File: src/rtl/tlbsw_pkg.sv
package tlbsw_pkg;
  typedef enum logic [1:0] {
    ST_IDLE  = 2'd0,
    ST_SCAN  = 2'd1,
    ST_DRAIN = 2'd2
  } sweep_state_e;

  // attribute-word bit positions decoded by the match stage
  localparam int ATTR_VALID_BIT  = 3;
  localparam int ATTR_GLOBAL_BIT = 4;
endpackage

File: src/rtl/tlbsw_walker.sv
module tlbsw_walker #(
  parameter int SIDES = 2,
  parameter int WAYS  = 4,
  parameter int SLOTS = 16
) (
  input  logic clk,
  input  logic rst_n,
  input  logic clear,
  input  logic step,
  output logic [((SIDES > 1) ? $clog2(SIDES) : 1)-1:0] side,
  output logic [((WAYS  > 1) ? $clog2(WAYS)  : 1)-1:0] way,
  output logic [((SLOTS > 1) ? $clog2(SLOTS) : 1)-1:0] idx,
  output logic last
);
  localparam int SIDE_W = (SIDES > 1) ? $clog2(SIDES) : 1;
  localparam int WAY_W  = (WAYS  > 1) ? $clog2(WAYS)  : 1;
  localparam int IDX_W  = (SLOTS > 1) ? $clog2(SLOTS) : 1;
  localparam int CNT_W  = SIDE_W + WAY_W + IDX_W;
  localparam int TOTAL  = SIDES * WAYS * SLOTS;

  logic [CNT_W-1:0] cnt_q;

  always_ff @(posedge clk) begin
    if (!rst_n || clear) cnt_q <= '0;
    else if (step)       cnt_q <= cnt_q + 1'b1;
  end

  // index is the low field so it turns fastest, side the high field
  assign idx  = cnt_q[IDX_W-1:0];
  assign way  = cnt_q[IDX_W +: WAY_W];
  assign side = cnt_q[IDX_W + WAY_W +: SIDE_W];
  assign last = (cnt_q == CNT_W'(TOTAL - 1));
endmodule

File: src/rtl/tlbsw_match.sv
module tlbsw_match
  import tlbsw_pkg::*;
#(
  parameter int WORD_W     = 32,
  parameter int PID_W      = 8,
  parameter int PAGE_SHIFT = 13
) (
  input  logic              en,
  input  logic [WORD_W-1:0] tag_word,
  input  logic [WORD_W-1:0] attr_word,
  input  logic [PID_W-1:0]  pid,
  output logic              hit,
  output logic [WORD_W-1:0] page_addr
);
  logic unused_bits;

  assign hit = en
             && attr_word[ATTR_VALID_BIT]
             && !attr_word[ATTR_GLOBAL_BIT]
             && (tag_word[PID_W-1:0] == pid);

  assign page_addr = {tag_word[WORD_W-1:PAGE_SHIFT], {PAGE_SHIFT{1'b0}}};

  assign unused_bits = ^{tag_word[PAGE_SHIFT-1:PID_W], attr_word};
endmodule

File: src/rtl/tlbsw_flush_slot.sv
module tlbsw_flush_slot #(
  parameter int WORD_W = 32
) (
  input  logic              clk,
  input  logic              rst_n,
  input  logic              load,
  input  logic [WORD_W-1:0] din,
  input  logic              ready,
  output logic              valid,
  output logic [WORD_W-1:0] dout
);
  always_ff @(posedge clk) begin
    if (!rst_n) begin
      valid <= 1'b0;
      dout  <= '0;
    end else if (load) begin
      valid <= 1'b1;
      dout  <= din;
    end else if (valid && ready) begin
      valid <= 1'b0;
    end
  end
endmodule

File: src/rtl/tlb_pid_sweeper.sv
module tlb_pid_sweeper
  import tlbsw_pkg::*;
#(
  parameter int SIDES      = 2,
  parameter int WAYS       = 4,
  parameter int SLOTS      = 16,
  parameter int PID_W      = 8,
  parameter int WORD_W     = 32,
  parameter int PAGE_SHIFT = 13
) (
  input  logic                                         clk,
  input  logic                                         rst_n,
  input  logic                                         start,
  input  logic [WORD_W-1:0]                            start_pid,
  output logic                                         busy,
  output logic                                         done,
  output logic                                         rd_en,
  output logic [((SIDES > 1) ? $clog2(SIDES) : 1)-1:0] rd_side,
  output logic [((WAYS  > 1) ? $clog2(WAYS)  : 1)-1:0] rd_way,
  output logic [((SLOTS > 1) ? $clog2(SLOTS) : 1)-1:0] rd_idx,
  input  logic [WORD_W-1:0]                            rd_hi,
  input  logic [WORD_W-1:0]                            rd_lo,
  output logic                                         fl_valid,
  input  logic                                         fl_ready,
  output logic [WORD_W-1:0]                            fl_vaddr
);
  localparam int SIDE_W = (SIDES > 1) ? $clog2(SIDES) : 1;
  localparam int WAY_W  = (WAYS  > 1) ? $clog2(WAYS)  : 1;
  localparam int IDX_W  = (SLOTS > 1) ? $clog2(SLOTS) : 1;
  localparam int ADDR_W = SIDE_W + WAY_W + IDX_W;

  sweep_state_e      state_q;
  logic [PID_W-1:0]  pid_q;
  logic              rd_pend_q;
  logic              done_q;
  logic              accept;
  logic              issue;
  logic              at_last;
  logic              hit;
  logic [WORD_W-1:0] hit_addr;
  logic              unused_pid_hi;

  assign accept = (state_q == ST_IDLE) && start;

  // A read is sent only when its result can be stored next cycle:
  // the slot is empty and no hit is being loaded into it now.
  assign issue = (state_q == ST_SCAN) && !fl_valid && !hit;

  always_ff @(posedge clk) begin
    if (!rst_n) begin
      state_q   <= ST_IDLE;
      pid_q     <= '0;
      rd_pend_q <= 1'b0;
      done_q    <= 1'b0;
    end else begin
      done_q    <= 1'b0;
      rd_pend_q <= issue;
      unique case (state_q)
        ST_IDLE: begin
          if (start) begin
            pid_q   <= start_pid[PID_W-1:0];
            state_q <= ST_SCAN;
          end
        end
        ST_SCAN: begin
          if (issue && at_last) state_q <= ST_DRAIN;
        end
        ST_DRAIN: begin
          if (!rd_pend_q && !fl_valid) begin
            state_q <= ST_IDLE;
            done_q  <= 1'b1;
          end
        end
        default: state_q <= ST_IDLE;
      endcase
    end
  end

  tlbsw_walker #(
    .SIDES (SIDES),
    .WAYS  (WAYS),
    .SLOTS (SLOTS)
  ) u_walker (
    .clk   (clk),
    .rst_n (rst_n),
    .clear (accept),
    .step  (issue),
    .side  (rd_side),
    .way   (rd_way),
    .idx   (rd_idx),
    .last  (at_last)
  );

  tlbsw_match #(
    .WORD_W     (WORD_W),
    .PID_W      (PID_W),
    .PAGE_SHIFT (PAGE_SHIFT)
  ) u_match (
    .en        (rd_pend_q),
    .tag_word  (rd_hi),
    .attr_word (rd_lo),
    .pid       (pid_q),
    .hit       (hit),
    .page_addr (hit_addr)
  );

  tlbsw_flush_slot #(
    .WORD_W (WORD_W)
  ) u_slot (
    .clk   (clk),
    .rst_n (rst_n),
    .load  (hit),
    .din   (hit_addr),
    .ready (fl_ready),
    .valid (fl_valid),
    .dout  (fl_vaddr)
  );

  assign rd_en = issue;
  assign busy  = (state_q != ST_IDLE);
  assign done  = done_q;

  assign unused_pid_hi = ^start_pid[WORD_W-1:PID_W];
endmodule

File: config.mk
export PLATFORM = sky130hd
export DESIGN_NAME = tlb_pid_sweeper
export DESIGN_NICKNAME = d
export VERILOG_FILES = /design/src/rtl/tlbsw_pkg.sv /design/src/rtl/tlbsw_walker.sv /design/src/rtl/tlbsw_match.sv /design/src/rtl/tlbsw_flush_slot.sv /design/src/rtl/tlb_pid_sweeper.sv
export SDC_FILE = /design/constraint.sdc
export NUM_CORES = 1
export LEC_CHECK = 0
export BUFFER_PORTS_ARGS = -buffer_cell sky130_fd_sc_hd__buf_2
export CORE_ASPECT_RATIO = 2
export CORE_MARGIN = 5
export CORE_UTILIZATION = 35
export CTS_CLUSTER_SIZE = 8
export DETAILED_ROUTE_END_ITERATION = 10
export PLACE_DENSITY = 0.84
export SYNTH_ARGS = -nofsm -noshare
export SYNTH_HDL_FRONTEND = slang
export SYNTH_SLANG_ARGS = --single-unit
File: constraint.sdc
create_clock -name clk -period 2.11 [get_ports clk]
set_input_delay 0.422 -clock clk [delete_from_list [all_inputs] [get_ports clk]]
set_output_delay 0.422 -clock clk [all_outputs]
set_load 0.005 [all_outputs]
; Word level (Yosys, flattened, before mapping)
; Cells that the tools add are included.
[word_totals]
reg_bits = 39
in_bits = 100
output_inout_bits = 43
elab_cells = 43
[op_classes]
addsub = 1
n_eq_ne = 7
mux = 7
reduce_logical = 21
[ops]
columns = op, count
row1 = logical AND 1 bit, 9
row2 = == test 8 bit, 1
row3 = adder 7 x 1 -> 7 bit (second input constant), 1
row4 = == test 7 bit (second input constant), 1
row5 = 2-to-1 mux 2 bit, 3
row6 = one-hot mux 2 bit (3 select lines), 1
row7 = zero test 1 bit, 5
row8 = != test 2 bit (second input constant), 2
row9 = AND reduction 2 bit, 2
row10 = nonzero test 2 bit, 2
row11 = 2-to-1 mux 1 bit, 3
row12 = AND reduction 3 bit, 1
row13 = == test 2 x 1 -> 1 bit (second input constant), 1
row14 = == test 2 bit (second input constant), 1
row15 = zero test 2 bit, 1
row16 = != test 2 x 1 -> 1 bit (second input constant), 1
row17 = logical OR 1 bit, 1

; Logic depth before layout (Yosys ltp)
; Gate-level depths: netlist (run 1).
[depth]
word_depth = 8
depth_mapped = 7
depth_no_buf = 5

; Cells and area by module
; From an unflattened synthesis (run 1), not the netlist that was laid out.
[hier_totals]
hier_cells = 239
area_unflattened_um2 = 2414.8
[modules_own_cells]
columns = mod, instances, cells_each, area_per_inst_um2, seq_area_each_um2
row1 = tlbsw_flush_slot, 1, 106, 1277.5, 660.6
row2 = tlb_pid_sweeper, 1, 54, 489.2, 240.2
row3 = tlbsw_match, 1, 45, 344.1, 0.0
row4 = tlbsw_walker, 1, 34, 304.0, 140.1

; Worst setup path after synthesis (run 1)
; No wires, ideal clock.
[synth_timing]
path_type = input to output
startpoint = input port rd_hi[0]
endpoint = output port rd_en
arrival_ps = 1282
path_slack_ps = 406
cell_stages = 4
n_path_buf = 0
path_cell_list = xor2_1 > nor4_1 > nand3_1 > and2_1
[synth_via]
elab_chain_len = 4
[synth_rtl]
columns = item, line
row1 = start: declaration, tlb_pid_sweeper.sv:21  ; input logic [WORD_W-1:0] rd_hi,
row2 = == test 8 bit, tlbsw_match.sv:20  ; && (tag_word[PID_W-1:0] == pid);
row3 = logical AND 1 bit, tlbsw_match.sv:20
row4 = zero test 1 bit, tlb_pid_sweeper.sv:47  ; assign issue = (state_q == ST_SCAN) && !fl_valid && !hit;
row5 = logical AND 1 bit, tlb_pid_sweeper.sv:47
row6 = end: declaration, tlb_pid_sweeper.sv:17  ; output logic rd_en,
; No other way between the ends.

; Worst setup path after layout (run 1)
[layout_timing]
startpoint = register pid_q[6]
endpoint = output port rd_en
[layout_via]
elab_chain_len = 4
[layout_rtl]
columns = item, line
row1 = start: declaration, tlb_pid_sweeper.sv:33  ; logic [PID_W-1:0] pid_q;
row2 = start signal: assignment, tlb_pid_sweeper.sv:61  ; pid_q <= start_pid[PID_W-1:0];
row3 = == test 8 bit, tlbsw_match.sv:20
row4 = logical AND 1 bit, tlbsw_match.sv:20
row5 = zero test 1 bit, tlb_pid_sweeper.sv:47
row6 = logical AND 1 bit, tlb_pid_sweeper.sv:47
; No other way between the ends.

==> summary.md, run 1 <==
| Metric | Value |
|---|---|
| Hold crit path type | in2reg |
| Synth Register Bits | 39 |
| Crit start category | register |
| CTS Buffer Depth | 2 |
| Port bufs | 70 |
| Post-synthesis mux area share | 4.65% |
| Post-synth EDFFs | 0 |
| Worst-path fanout max | 3 |
| Largest net degree at the start of global routing | 34 |
| First-pass GRT wire length | 6.43 mm |
| Max Slew Vio Count | 0 |
| RR Startpoint | pid_q[6]$_SDFFE_PN0P_ |
| Peak VDD IR | 0.000395 V |
| Initial antenna violation count | 0 |
| Clock Skew | 0.00643 ns |
| GRT Util Overall | 12.9% |
| 1st-iter DRT viols | 60 |
| Final setup fails | 0 |
| WHS Endpoint | u_slot.dout[29]$_SDFFE_PN0P_ |
| DR vias/cell | 4.75 |
| Layout cells sized above 1 | 32.6% |
| Crit path DAT | 1.60 ns |
| Post-route minimum period | 2.02 ns |
| Vias in the first global route | 1,521 |
| CP Data Required Time | 1.69 ns |
| Clk pin slew, worst setup/hold paths | 0.08 ns |
| WS Path Type | reg2out |
| Via count | 1,540 |
| ANT cells | 0 |
| Startpoint of the worst hold path | rd_hi[29] |
| Syn avg cell area | 8.88 sq um |
| Final setup TNS | 0 ns |
| Worst path cell trace | xor2_1, nor4_2, nand3_1, and2_1, buf_2 |
| Dpl hpwl | 3.15 mm |
| Detailed-route wire length | 4.03 mm |
| Power per cell area | 650 mW/mm^2 |
| Hold buffer count at CTS | 0 |
| Synth cell types | 32 |
| Critical path's largest stage delay | 0.33 ns |
| Routed WL per cell | 12.4 um |
| Post-Synth Adder-Cell Area | 0.726% |
| FF-to-FF End | u_walker.cnt_q[6]$_SDFFE_PP0P_ |
| Worst setup startpoint | pid_q[6]$_SDFFE_PN0P_ |
| Hold Path Stages | 3 |
| R2r worst-path depth | 6 |
| Most common cell in the netlist | nand2_1 |
| Fillcell total | 483 |
| Synth async-reset ratio | 0% |
| Io pins | 143 |
| Detailed Routing Iterations Pass 1 | 4 |
| Nature of the critical path endpoint | primary output |
| Placer Congestion | 0.767 |
| # DRC | 0 |
| Synthesis-to-layout area growth | 27.7% |
| Lkg Pwr | 1.00 nW |
| Clock root buffer | clkbuf_8 |
| Top-area cell type share of the netlist area | 45.3% |
| RSZ-0062 raised after global routing | false |
| Outcome | finished clean |
| Hold Slack | 0.382 ns |
| Slowest-stage cell, CP | dfxtp_1 |
| Peak Freq | 0.495 GHz |
| Ys Warns | 0 |
| Power Total | 1.43 mW |
| Sink Count | 39 |
| Clk Latency, worst-skew pair | 0.28 ns |
| Post-CTS setup buffer count | 0 |
| Fin crit share | 95.8% |
| Leading area contributor after synthesis | dfxtp_1 |
| Post-synth design cell area | 0.00172 sq mm |
| Die height | 109 um |
| Std-Cell Rows | 36 |
| Synth Area in XOR/XNOR | 4.07% |
| Seq/Total Area, Yosys | 45.3% |
| Overflow after GRT | 0 |
| Die width | 59.6 um |
| DIE AREA | 0.00651 sq mm |
| Dominant cells by area after synthesis | dfxtp_1, nand2_1, a21boi_0 |
| Routed Antenna Nets | 0 |
| Initial Utilization | 35.7% |
| Reg-to-reg setup timing slack | 0.31 ns |
| Largest family of logic cells by synthesized area | simple AND/OR/NAND/NOR gates |
| Placeable Area | 0.00482 sq mm |
| Final hold violation count | 0 |
| H-tree Lvls | 2 |
| Cells after Synth | 194 |
| CTS tree | done |
| Synth Area in Compound Gates | 13.0% |
| Commonest cells in the netlist | nand2_1, dfxtp_1, a21boi_0 |
| Synth Area in Simple Gates | 23.7% |
| Max-Cap Viols | 0 |
| Inserted Clock Buffers | 5 |
| Final nets | 367 |
| Dominant synthesized flop cell | dfxtp_1 |
[report_power, final]
| part | leakage (nW) | switching [mW] | internal [mW] |
|---|---|---|---|
| sequential | 0.316 | 0.0110 | 0.749 |
| combinational | 0.633 | 0.0573 | 0.0664 |
| clock | 0.0515 | 0.248 | 0.298 |
[worst max-delay path: cells and delay by family, from the launching register on]
family / cells / cell delay (ns)
and+or+nand+nor: 3 / 0.68
xor gates and xnor gates: 1 / 0.17
buffers and inverters: 1 / 0.14
DFF: 1 / 0.33
[flip-flops by register name (all words and copies together), names as in the netlist]
register        cells
done                1
state_q             2
u_slot.valid        1
u_walker.cnt_q      7
u_slot.dout        19
rd_pend_q           1
pid_q               8
[cell usage in the layout, fill, tap and decap left out, types with 2 or more instances in the layout]
master     n
buf_2     70
nand2_1   45
dfxtp_1   39
a21boi_0  20
conb_1    13
nor2b_1    9
xor2_1     8
mux2i_1    8
clkbuf_8   7
buf_4      5
nand4_1    4
a21oi_1    4
nor3_1     3
or4_1      3
nor2_1     3
o21ai_0    3
nand3_1    2
and3_1     2
o31ai_1    2
nand2b_1   2
nor4b_1    2
[kinds of logic (layout without fill, tap and decap cells)]
group / Yosys count / after routing
AOI/OAI and AO/OA: 32 / 32
xor gates and xnor gates: 8 / 8
adders and majority gates: 1 / 1
buffers and inverters: 23 / 84
DFF: 39 / 39
muxes: 8 / 8
other: 1 / 13
and+or+nand+nor: 82 / 82
[worst max path at each step]
stage | to | slack (ns)
CTS | rd_en | 0.04
floorplan | rd_en | 0.41
finish | rd_en | 0.09
global placement | rd_en | 0.07
detailed placement | rd_en | 0.12
global route | rd_en | 0.001
[per-layer routing]
| layer | vias up | routed length (um) | global-route usage, % |
|---|---|---|---|
| li1 | 769 | - | - |
| met1 | 708 | 1450 | 12.9 |
| met2 | 57 | 2150 | 23.8 |
| met3 | 6 | 352 | 3.20 |
| met4 | 0 | 74 | 6.02 |
| met5 | - | 0 | 0 |
[metrics by stage]
| stage | instances | setup WS, ns | utilization, % | cell area [sq um] |
|---|---|---|---|---|
| floorplan | 206 | 0.406 | - | 1770 |
| global placement | 316 | 0.0732 | 43.4 | 2090 |
| detailed placement | 316 | 0.115 | 43.4 | 2090 |
| CTS | 324 | 0.0420 | 45.6 | 2200 |
| global route | 324 | 0.000996 | 45.6 | 2200 |
| finish | 324 | 0.0885 | 45.6 | 2200 |
[area by class of cell]
type / instances / area (sq um) / share of cell area, %
clock buffers: 8 / 100 / 4.55
repair buffers: 75 / 388 / 17.6
well taps: 57 / 71.3 / 3.24
multi-input cells: 144 / 856 / 38.9
flip-flops and latches: 39 / 781 / 35.5
inverters: 1 / 3.75 / 0.171
[repair_timing]
action,in CTS,in global routing
hold endpoints to repair,0,0
setup endpoints to repair,1,1
resized for setup,1,0
pin swaps,0,2
No activity file was read; power rests on OpenSTA's default activity.
==> inputs of run 2 (changes only) <==
Settings changed: BUFFER_PORTS_ARGS -buffer_cell sky130_fd_sc_hd__buf_2 to -buffer_cell sky130_fd_sc_hd__buf_4, CORE_MARGIN 5 to 2, RECOVER_POWER from default to 25.
==> summary.md, run 2 (synthesis gave the netlist of run 1 again) <==
| Metric | Value |
|---|---|
| Inserted Clock Buffers | 5 |
| Lkg Pwr | 1.00 nW |
| Power per cell area | 585 mW/mm^2 |
| Worst-path fanout max | 3 |
| Hold buffer count at CTS | 0 |
| DIE AREA | 0.00553 sq mm |
| Routed Antenna Nets | 0 |
| Clock root buffer | clkbuf_8 |
| Placer Congestion | 0.673 |
| Biggest register | u_slot.dout |
| CP Data Required Time | 1.69 ns |
| Routed WL per cell | 12.3 um |
| Max FFs per register | 19 |
| Nature of the critical path endpoint | primary output |
| # DRC | 0 |
| H-tree Lvls | 2 |
| GRT Util Overall | 16.0% |
| Via count | 1,506 |
| Die width | 53.6 um |
| Fin crit share | 93.8% |
| Dpl hpwl | 2.97 mm |
| WS Path Type | reg2out |
| 1st-iter DRT viols | 19 |
| Layout Utilization | 48.5% |
| Post-CTS setup buffer count | 0 |
| Clk pin slew, worst setup/hold paths | 0.07 ns |
| Post-CTS sizing | 0 |
| Max Slew Vio Count | 0 |
| Crit path DAT | 1.56 ns |
| Reg-to-reg setup timing slack | 0.35 ns |
| Most frequent cells in the layout | buf_4, nand2_1, dfxtp_1 |
| Hold crit path type | in2reg |
| Final setup TNS | 0 ns |
| RSZ-0062 raised after global routing | false |
| Vias in the first global route | 1,417 |
| Clk Latency, worst-skew pair | 0.29 ns |
| Max-Cap Viols | 0 |
| Initial antenna violation count | 0 |
| Peak Freq | 0.505 GHz |
| Peak VDD IR | 0.000460 V |
| Crit start category | register |
| Layout cells sized above 1 | 31.3% |
| Port bufs | 70 |
| Most common cell after layout, fill and taps aside | buf_4 |
| CTS Buffer Depth | 2 |
| First-pass GRT wire length | 6.26 mm |
| ANT cells | 0 |
| Fillcell total | 461 |
| Outcome | finished clean |
| Clock Skew | 0.00718 ns |
| Placeable Area | 0.00482 sq mm |
| Sink Count | 39 |
| DR vias/cell | 4.68 |
| Detailed-route wire length | 3.97 mm |
| CTS tree | done |
| Power Total | 1.37 mW |
| Largest net degree at the start of global routing | 35 |
| Final setup fails | 0 |
| Overflow after GRT | 0 |
| Detailed Routing Iterations Pass 1 | 4 |
| Std-Cell Rows | 36 |
| Final nets | 367 |
| Regs by FF count | u_slot.dout (19), pid_q (8), u_walker.cnt_q (7) |
| Synthesis-to-layout area growth | 35.8% |
| Post-route minimum period | 1.98 ns |
| Die height | 103 um |
| Io pins | 143 |
| Final hold violation count | 0 |
| Initial Utilization | 35.7% |
-- run 2: final cells by class --
cell class / count / area, sq um / area share (%)
Inverter: 1 / 3.75 / 0.160
Sequential cell: 39 / 781 / 33.4
Tap cell: 57 / 71.3 / 3.05
Timing Repair Buffer: 75 / 556 / 23.7
Multi-Input combinational cell: 144 / 856 / 36.6
Clock buffer: 6 / 72.6 / 3.10
-- run 2: worst paths after layout --
path / startpoint / to / depth (start not counted)
hold / removal: rd_hi[15] / u_slot.dout[15]$_SDFFE_PN0P_ / 3
setup reg to reg: pid_q[0]$_SDFFE_PN0P_ / u_walker.cnt_q[6]$_SDFFE_PP0P_ / 6
setup / recovery: pid_q[0]$_SDFFE_PN0P_ / rd_en / 5
hold reg to reg: u_slot.dout[22]$_SDFFE_PN0P_ / u_slot.dout[22]$_SDFFE_PN0P_ / 2
-- run 2: worst max-delay path: stages, from the launching register on --
cell and delay, ns:
dfxtp_1 0.32, xor2_1 0.17, nor4_2 0.30, nand3_1 0.14, and2_1 0.19, buf_4 0.15
-- run 2: where the power goes --
| part | switching [mW] | internal (mW) | total, mW |
|---|---|---|---|
| clock | 0.240 | 0.220 | 0.460 |
| sequential | 0.0120 | 0.749 | 0.761 |
| combinational | 0.0578 | 0.0893 | 0.147 |
| total | 0.309 | 1.06 | 1.37 |
-- run 2: metrics by stage --
stage                     area (sq um)  setup WS (ns)  cells  hold WS [ns]
final                             2340          0.131    322         0.390
after detailed placement          2270          0.149    316         0.458
after global placement            2270          0.136    316         0.450
after global routing              2340         0.0102    322         0.376
after floorplan                   1770          0.406    206         0.420
after CTS                         2340         0.0277    322         0.378
-- run 2: metal layers --
layer / global-route usage (%) / wire length [um] / vias to the layer above / share of wire [%]
met4: 7.10 / 77 / 0 / 1.9
met2: 28.3 / 2150 / 57 / 54
met3: 5.46 / 279 / 6 / 7.0
li1: - / - / 763 / -
met5: 0 / 0 / - / 0
met1: 16.3 / 1460 / 680 / 37
==> inputs of run 3 (changes only) <==
Settings changed: ABC_AREA from default to 1, PLACE_DENSITY 0.84 to 0.83.
==> summary.md, run 3 <==
| Metric | Value |
|---|---|
| Outcome | finished clean |
| Reg-to-reg setup timing slack | 0.67 ns |
| Max-Cap Viols | 0 |
| Layout cells sized above 1 | 31.2% |
| Hold buffer count at CTS | 0 |
| Largest net degree at the start of global routing | 30 |
| Max FFs per register | 19 |
| DIE AREA | 0.00560 sq mm |
| Dpl hpwl | 3.04 mm |
| Post-Synth Adder-Cell Area | 0.717% |
| Sw Pwr | 0.320 mW |
| Detailed-route wire length | 3.93 mm |
| Nature of the critical path endpoint | primary output |
| Initial Utilization | 36.2% |
| Synth Area in XOR/XNOR | 5.02% |
| Largest family of logic cells by synthesized area | simple AND/OR/NAND/NOR gates |
| Dpl ws | 0.344 ns |
| Die height | 104 um |
| Fraction of power consumed by sequential logic | 55.4% |
| Lkg Pwr | 1.05 nW |
| Comb pwr share | 12.0% |
| Peak VDD IR | 0.000372 V |
| Top-area cell type share of the netlist area | 44.7% |
| Post-synth EDFFs | 0 |
| # DRC | 0 |
| Leading area contributor after synthesis | dfxtp_1 |
| Final hold violation count | 0 |
| Synth Area in Compound Gates | 11.5% |
| Worst path cell trace | nand2_1, nor2_1, nand3_1, nor2_1, nand2_2, nand2_2, inv_1, buf_4 |
| Commonest cells in the netlist | nor2_1, dfxtp_1, nand2_1 |
| 1st-iter DRT viols | 29 |
| Critical path's largest stage delay | 0.34 ns |
| Peak Freq | 0.532 GHz |
| Cells after Synth | 226 |
| Inserted Clock Buffers | 5 |
| Fin cells | 352 |
| Final setup fails | 0 |
| WS Path Type | reg2out |
| Switch share | 23.2% |
| Post-route minimum period | 1.88 ns |
| Clock Skew | 0.00422 ns |
| Crit path DAT | 1.46 ns |
| PnR worst setup slack | 0.230 ns |
| Placed insts | 346 |
| Biggest register | u_slot.dout |
| H-tree Lvls | 2 |
| Die width | 53.9 um |
| Power per cell area | 599 mW/mm^2 |
| Routed WL per cell | 11.2 um |
| Clock root buffer | clkbuf_8 |
| Post-synthesis mux area share | 0% |
| R2r worst-path depth | 6 |
| Std-Cell Rows | 36 |
| Max Slew Vio Count | 0 |
| Synth cell types | 24 |
| RSZ-0062 raised after global routing | false |
| RR Startpoint | state_q[1]$_SDFFE_PN0P_ |
| Synth async-reset ratio | 0% |
| Io pins | 143 |
| CTS tree | done |
| Slowest-stage cell, CP | dfxtp_1 |
| Worst setup startpoint | rd_pend_q$_SDFF_PN0_ |
| Vias in the first global route | 1,521 |
| DR vias/cell | 4.52 |
| Synthesis-to-layout area growth | 32.3% |
| Port bufs | 70 |
| Worst-path fanout max | 9 |
| Final setup TNS | 0 ns |
| Crit start category | register |
| Most common cell after layout, fill and taps aside | buf_4 |
| Seq/Total Area, Yosys | 44.7% |
| First-pass GRT wire length | 6.49 mm |
| FF-to-FF End | u_walker.cnt_q[5]$_SDFFE_PP0P_ |
| CP Data Required Time | 1.69 ns |
| Regs by FF count | u_slot.dout (19), pid_q (8), u_walker.cnt_q (7) |
| Crit path to | rd_en |
| Fin crit share | 89.1% |
| Via count | 1,592 |
| Dominant cells by area after synthesis | dfxtp_1, nor2_1, buf_4 |
| Synth Area in Simple Gates | 24.9% |
| Overflow after GRT | 0 |
| Detailed Routing Iterations Pass 1 | 4 |
| Clk pwr share | 32.5% |
| Clk Latency, worst-skew pair | 0.28 ns |
| Placer Congestion | 0.797 |
| Post-synth design cell area | 0.00175 sq mm |
| Syn avg cell area | 7.72 sq um |
| Clk pin slew, worst setup/hold paths | 0.07 ns |
| Post-CTS sizing | 0 |
| Ys Warns | 0 |
| Layout Utilization | 47.9% |
| Most common cell in the netlist | nor2_1 |
| CTS Buffer Depth | 2 |
| GRT Util Overall | 15.3% |
| Sink Count | 39 |
| Dominant synthesized flop cell | dfxtp_1 |
| Post-CTS setup buffer count | 0 |
| Routed Antenna Nets | 0 |
| Initial antenna violation count | 0 |
| Hold crit path type | in2reg |
| Final nets | 397 |
| Int Power | 1.06 mW |
| Synth Register Bits | 39 |
| Placeable Area | 0.00482 sq mm |
| ANT cells | 0 |
| Most frequent cells in the layout | buf_4, nor2_1, dfxtp_1 |
[run 3: how the worst min path moves through the flow]
| stage | from | end | cells after the start |
|---|---|---|---|
| 2_1_floorplan | pid_q[7]$_SDFFE_PN0P_ | pid_q[7]$_SDFFE_PN0P_ | 2 |
| 3_3_place_gp | pid_q[7]$_SDFFE_PN0P_ | pid_q[7]$_SDFFE_PN0P_ | 2 |
| 3_5_place_dp | pid_q[5]$_SDFFE_PN0P_ | pid_q[5]$_SDFFE_PN0P_ | 2 |
| 4_1_cts | rd_hi[20] | u_slot.dout[20]$_SDFFE_PN0P_ | 3 |
| 5_1_grt | rd_hi[14] | u_slot.dout[14]$_SDFFE_PN0P_ | 3 |
| 6_report | rd_hi[18] | u_slot.dout[18]$_SDFFE_PN0P_ | 3 |
[run 3: power groups by stage]
stage,clock (mW),combinational (mW),sequential [mW]
6_report,0.450,0.166,0.767
5_1_grt,0.504,0.190,0.769
4_1_cts,0.473,0.169,0.766
3_5_place_dp,0,0.168,0.783
3_3_place_gp,0,0.164,0.783
2_1_floorplan,0,0.102,0.781
[run 3: cell type report]
cell class              instances  area (sq um)
inverters                      16          67.6
fillers                       478          2510
clock buffers                   6          72.6
flip-flops and latches         39           781
well taps                      57          71.3
multi-input cells             162           783
repair buffers                 72           533
[run 3: metrics by stage]
| stage | cell area (sq um) | hold WS, ns | power (mW) |
|---|---|---|---|
| 6_report | 2310 | 0.375 | 1.38 |
| 5_1_grt | 2310 | 0.371 | 1.46 |
| 4_1_cts | 2320 | 0.368 | 1.41 |
| 3_5_place_dp | 2240 | 0.458 | 0.952 |
| 3_3_place_gp | 2240 | 0.445 | 0.947 |
| 2_1_floorplan | 1790 | 0.437 | 0.883 |
[run 3: cells by family (layout without fill, tap and decap cells)]
group	count (synthesis)	count (layout)
AO/OA/AOI/OAI	40	40
buffers and inverters	37	94
AND/OR/NAND/NOR	98	98
flip-flops	39	39
adder cells (fa/ha/maj)	1	1
XOR/XNOR	10	10
other	1	13
[run 3: per-layer routing]
layer,GRT usage [%],routed length (um)
met2,26.7,2190
met1,16.1,1470
met3,3.59,210
met4,7.14,66
met5,0,0
[run 3: worst max-delay path: cells and delay by family, from the launching register on]
family                 cells  cell delay [ns]
and+or+nand+nor            6             0.62
DFF                        1             0.34
buffers and inverters      2             0.22
